===== config.mk =====
export PLATFORM = sky130hd
export DESIGN_NAME = rotmask_unit
export DESIGN_NICKNAME = d
export VERILOG_FILES = /design/src/rtl/rotmask_pkg.sv /design/src/rtl/rm_rotator.sv /design/src/rtl/rm_mask_gen.sv /design/src/rtl/rm_decode.sv /design/src/rtl/rotmask_unit.sv
export SDC_FILE = /design/constraint.sdc
export NUM_CORES = 1
export LEC_CHECK = 0
export ABC_CLOCK_PERIOD_IN_PS = 10900
export BUFFER_PORTS_ARGS = -buffer_cell sky130_fd_sc_hd__buf_2
export CAP_MARGIN = 5
export CORE_MARGIN = 1.5
export CORE_UTILIZATION = 60
export DETAILED_ROUTE_END_ITERATION = 7
export PLACE_DENSITY = 0.93
export SLEW_MARGIN = 20
export SYNTH_ARGS = -nofsm -noshare
export SYNTH_HDL_FRONTEND = slang
export SYNTH_SLANG_ARGS = --single-unit

===== constraint.sdc =====
create_clock -name vclk -period 10.9
set_input_delay 2.18 -clock vclk [all_inputs]
set_output_delay 2.18 -clock vclk [all_outputs]
set_load 0.005 [all_outputs]

===== src/rtl/rotmask_pkg.sv =====
package rotmask_pkg;

  typedef enum logic [2:0] {
    OP_W_IMM_AND = 3'd0,
    OP_W_REG_AND = 3'd1,
    OP_W_IMM_INS = 3'd2,
    OP_D_CLR     = 3'd3,
    OP_D_CLR_LO  = 3'd4,
    OP_D_CLR_HI  = 3'd5
  } rm_op_e;

endpackage


===== src/rtl/rm_rotator.sv =====
module rm_rotator #(
  parameter int W  = 64,
  localparam int AW = $clog2(W)
) (
  input  logic [W-1:0]  din,
  input  logic [AW-1:0] amt,
  output logic [W-1:0]  dout
);

  logic [W-1:0] stage [0:AW];

  assign stage[0] = din;

  for (genvar s = 0; s < AW; s++) begin : g_stage
    localparam int K = 1 << s;
    assign stage[s+1] = amt[s] ? {stage[s][W-1-K:0], stage[s][W-1:W-K]} : stage[s];
  end

  assign dout = stage[AW];

  always_comb begin
    AST_ROT_KEEPS_ONES: assert ($countones(dout) == $countones(din))
      else $error("rotation changed population count");
  end

endmodule


===== src/rtl/rm_mask_gen.sv =====
module rm_mask_gen #(
  parameter int W  = 64,
  localparam int AW = $clog2(W)
) (
  input  logic [AW-1:0] lo,
  input  logic [AW-1:0] hi,
  output logic [W-1:0]  mask
);

  logic wrap;
  assign wrap = lo > hi;

  for (genvar j = 0; j < W; j++) begin : g_bit
    localparam logic [AW-1:0] POS = AW'(W - 1 - j);
    logic ge_lo, le_hi;
    assign ge_lo = POS >= lo;
    assign le_hi = POS <= hi;
    assign mask[j] = wrap ? (ge_lo | le_hi) : (ge_lo & le_hi);
  end

  always_comb begin
    if (!wrap) begin
      AST_MASK_SPAN: assert ($countones(mask) == (int'(hi) - int'(lo) + 1))
        else $error("plain mask width mismatch");
    end else begin
      AST_MASK_WRAP_SPAN: assert ($countones(mask) == (W - int'(lo) + int'(hi) + 1))
        else $error("wrapped mask width mismatch");
    end
  end

endmodule


===== src/rtl/rm_decode.sv =====
module rm_decode
  import rotmask_pkg::*;
#(
  parameter int W  = 64,
  localparam int AW = $clog2(W),
  localparam int HW = W / 2
) (
  input  logic [2:0]    op_sel,
  input  logic [W-1:0]  src_val,
  input  logic [AW-1:0] amt_imm,
  input  logic [AW-2:0] amt_reg_lo,
  input  logic [AW-1:0] mb_fld,
  input  logic [AW-1:0] me_fld,
  output logic [W-1:0]  rot_src,
  output logic [AW-1:0] rot_amt,
  output logic [AW-1:0] mask_lo,
  output logic [AW-1:0] mask_hi,
  output logic          is_word,
  output logic          is_ins,
  output logic          is_known
);

  rm_op_e op_e;
  assign op_e = rm_op_e'(op_sel);

  always_comb begin
    rot_src  = src_val;
    rot_amt  = amt_imm;
    mask_lo  = mb_fld;
    mask_hi  = me_fld;
    is_word  = 1'b0;
    is_ins   = 1'b0;
    is_known = 1'b1;
    case (op_e)
      OP_W_IMM_AND, OP_W_REG_AND, OP_W_IMM_INS: begin
        is_word = 1'b1;
        is_ins  = (op_e == OP_W_IMM_INS);
        rot_src = {2{src_val[HW-1:0]}};
        rot_amt = {1'b0, (op_e == OP_W_REG_AND) ? amt_reg_lo : amt_imm[AW-2:0]};
        mask_lo = {1'b1, mb_fld[AW-2:0]};
        mask_hi = {1'b1, me_fld[AW-2:0]};
      end
      OP_D_CLR:    mask_hi = AW'(W - 1) - amt_imm;
      OP_D_CLR_LO: mask_hi = AW'(W - 1);
      OP_D_CLR_HI: mask_lo = '0;
      default:     is_known = 1'b0;
    endcase
  end

endmodule


===== src/rtl/rotmask_unit.sv =====
module rotmask_unit #(
  parameter int W  = 64,
  localparam int AW = $clog2(W),
  localparam int HW = W / 2
) (
  input  logic [2:0]    op_sel,
  input  logic [W-1:0]  src_val,
  input  logic [W-1:0]  dst_old,
  input  logic [AW-1:0] amt_imm,
  input  logic [W-1:0]  amt_reg,
  input  logic [AW-1:0] mb_fld,
  input  logic [AW-1:0] me_fld,
  output logic [W-1:0]  result
);

  logic [W-1:0]  rot_src, rotated, mask;
  logic [AW-1:0] rot_amt, mask_lo, mask_hi;
  logic          is_word, is_ins, is_known;
  logic          unused_amt_hi;

  assign unused_amt_hi = ^amt_reg[W-1:AW-1];

  rm_decode #(.W(W)) u_dec (
    .op_sel    (op_sel),
    .src_val   (src_val),
    .amt_imm   (amt_imm),
    .amt_reg_lo(amt_reg[AW-2:0]),
    .mb_fld    (mb_fld),
    .me_fld    (me_fld),
    .rot_src   (rot_src),
    .rot_amt   (rot_amt),
    .mask_lo   (mask_lo),
    .mask_hi   (mask_hi),
    .is_word   (is_word),
    .is_ins    (is_ins),
    .is_known  (is_known)
  );

  rm_rotator #(.W(W)) u_rot (
    .din (rot_src),
    .amt (rot_amt),
    .dout(rotated)
  );

  rm_mask_gen #(.W(W)) u_mask (
    .lo  (mask_lo),
    .hi  (mask_hi),
    .mask(mask)
  );

  always_comb begin
    if (!is_known)   result = '0;
    else if (is_ins) result = (rotated & mask) | (dst_old & ~mask);
    else             result = rotated & mask;
  end

  always_comb begin
    if (is_word) begin
      AST_WORD_STAYS_REPLICATED: assert (rotated[W-1:HW] == rotated[HW-1:0])
        else $error("word rotate lost replication");
    end
    if (op_sel == 3'd2) begin
      AST_INS_KEEPS_OLD: assert (((result ^ dst_old) & ~mask) == '0)
        else $error("insert altered bits outside mask");
    end
    if (op_sel <= 3'd5 && op_sel != 3'd2) begin
      AST_AND_CLEARS_OUTSIDE: assert ((result & ~mask) == '0)
        else $error("AND form leaked bits outside mask");
    end
    if (op_sel > 3'd5) begin
      AST_BAD_OP_ZERO: assert (result == '0)
        else $error("unused op code gave nonzero result");
    end
  end

endmodule


==> results.cfg <==
[setup_path]
cp-startpoint = op_sel[2]
cp_max_fo = 33
cp.required_ns = 8.72
cp.arrival_ns = 7.49
crit_type = input port to primary output
worstSetupStartpointType = input port
cp-end-kind = primary output

[layout]
nNetsFinal = 1722
regArea_sq_um = 0
utilization_pct = 68.2
clock_buffers = 0
fillers = 1390
flops_and_latches = 0
syn_to_final_growth_pct = 11.1
drive_above_1_share_pct = 23.1

[cts]
cts-resized-gates = 0
cts_setup_buffers = 0
cts_hold_buf = 0

[yosys]
synth_top_area_share_pct = 13.9
synthSimpleGateAreaFrac_pct = 18.8
netlist_instances = 1390
synthMuxAreaShare_pct = 24.1
synth-compound-area-share_pct = 43.3
yosysMostFrequentCell = nand2_1
yosysTopAreaCell = mux2i_1
syn_area_sq_mm = 0.00930
synth_fp_nets = 1608
syn_area_per_cell_sq_um = 6.69
yosysSeqAreaShare_pct = 0
yosys_warnings = 0
yosysUniqueCellTypes = 81
synth_xor_xnor_area_share_pct = 0
synth_fa_ha_area_share_pct = 5.51
synth_top_cells_by_count = nand2_1 (147), mux2i_1 (129), nor2_1 (114)
synth.area.top_cells = mux2i_1 (14%), a211oi_1 (6.6%), nand2_1 (5.9%), a21oi_1 (5.9%), mux2_2 (5.3%)
synth_top_family_by_area = compound AO/OA/AOI/OAI gates

[grt]
grt_use_total_pct = 54.2
antenna_found_initial = 1
grt_max_degree = 106
grt_pass1_wl_um = 68800
overflow = 0
grt_pass1_vias = 11890

[drt]
drt.antenna.violating_nets = 0
firstDrtPassIters = 8
vias = 13568
drc_errors = 0
drt-vias-per-instance = 8.02
avgRoutedWirePerCell_um = 27.3
wl_um = 46200
drt_iter0_drc = 3014

[place]
pre_cts_slack_ns = 1.85
place_hpwl_um = 35500
io_buffer_count = 218
gp_congestion = 1.16

[die]
ios = 277
fp.dieArea_sq_mm = 0.0163
core-area_sq_mm = 0.0151
die_w_um = 128
start_util_pct = 61.4
die_y_um = 128
rows = 45

[pwr]
sequentialPowerShare_pct = 0
p_sw_uw = 567
powerDensity_mw_per_mm2 = 85.8
leakage_nw = 4.20
p_clk_share_pct = 0
peakVddDrop_mv = 0.0986
swShare_pct = 63.9
pwr-share-comb_pct = 100.0
p_int_uw = 320
p_total_uw = 887

[sta]
rsz0062_at_grt = false
setup_viol = 0
maxSlewViolCount = 0
relSlewSlack_pct = 17.0
fin_crit_sh_pct = 88.7
fin_ws_ns = 1.23
period_needed_ns = 9.67
hold_viol = 0
fmax_mhz = 103
tightest_slew_ns = 1.23
tns_ns = 0

[hold_path]
min_path_type = input port to primary output
hp-start = dst_old[6]

[status]
status = finished clean

[job]
cap_violations = 0
-- area by class of cell --
type / count / area [sq um] / area share [%]
Multi-Input combinational cell: 1213 / 8620 / 83.4
Timing Repair Buffer: 249 / 1320 / 12.8
Tap cell: 188 / 235 / 2.28
Inverter: 40 / 150 / 1.45
Antenna cell: 2 / 5.00 / 0.0484
-- per-stage QoR --
step / hold slack (ns) / instances / instance area (sq um)
6_report: 4.65 / 1692 / 10300
5_1_grt: 4.67 / 1690 / 10300
4_1_cts: 4.65 / 1690 / 10300
3_5_place_dp: 4.65 / 1690 / 10300
3_3_place_gp: 4.65 / 1690 / 10300
2_1_floorplan: 4.46 / 1390 / 9300
-- cells in the final DEF, fill, tap and decap left out, drive strengths merged, types with 5 or more instances in the layout --
cell / count
a2111oi: 27
a211o: 13
a211oi: 85
a21o: 12
a21oi: 113
a221o: 5
a221oi: 11
a22oi: 21
a2bb2oi: 7
a31oi: 14
a32o: 11
and2: 11
buf: 249
ha: 5
inv: 38
maj3: 45
mux2: 46
mux2i: 129
mux4: 19
nand2: 147
nand3: 45
nor2: 115
nor3: 36
nor4: 9
o211ai: 24
o21a: 9
o21ai: 96
o221ai: 17
o22a: 7
o22ai: 27
o2bb2ai: 6
o311ai: 6
o31ai: 21
o32ai: 5
or3: 9
-- layer usage --
layer	track usage, %	vias up	wire [um]
met1	72.4	6130	16700
met2	79.3	1425	18600
met5	0	-	0
li1	-	5696	-
met3	17.3	317	7980
met4	24.3	0	2980
-- power groups by stage --
stage | combinational [mW] | clock, mW | sequential, mW
2_1_floorplan | 0.547 | 0 | 0
3_3_place_gp | 0.819 | 0 | 0
3_5_place_dp | 0.827 | 0 | 0
4_1_cts | 0.830 | 0 | 0
5_1_grt | 0.919 | 0 | 0
6_report | 0.887 | 0.0000000130 | 0
-- critical path: stages --
cell and delay (ns):
buf_2 0.32, nor2b_1 0.37, nor2_1 0.08, o221ai_1 0.78
inv_1 0.55, ha_1 0.51, nand3_1 0.08, o21ai_0 0.25
a31oi_1 0.17, a21o_1 0.23, buf_4 0.26, o22ai_1 0.20
nand2_1 0.17, nor4_1 0.97, a31o_2 0.23, buf_2 0.12
-- cells by family (layout without fill, tap and decap cells) --
kind of cell	count (synthesis)	after routing
buffers and inverters	177	289
AND/OR/NAND/NOR	395	395
other	0	2
multiplexers	194	194
AO/OA/AOI/OAI	574	574
adder cells (fa/ha/maj)	50	50
-- final timing paths --
path          to  slack, ns  cells past startpoint
max   result[21]       1.23                     16
min    result[6]       4.65                      4
(Power assumes the default switching activity.)
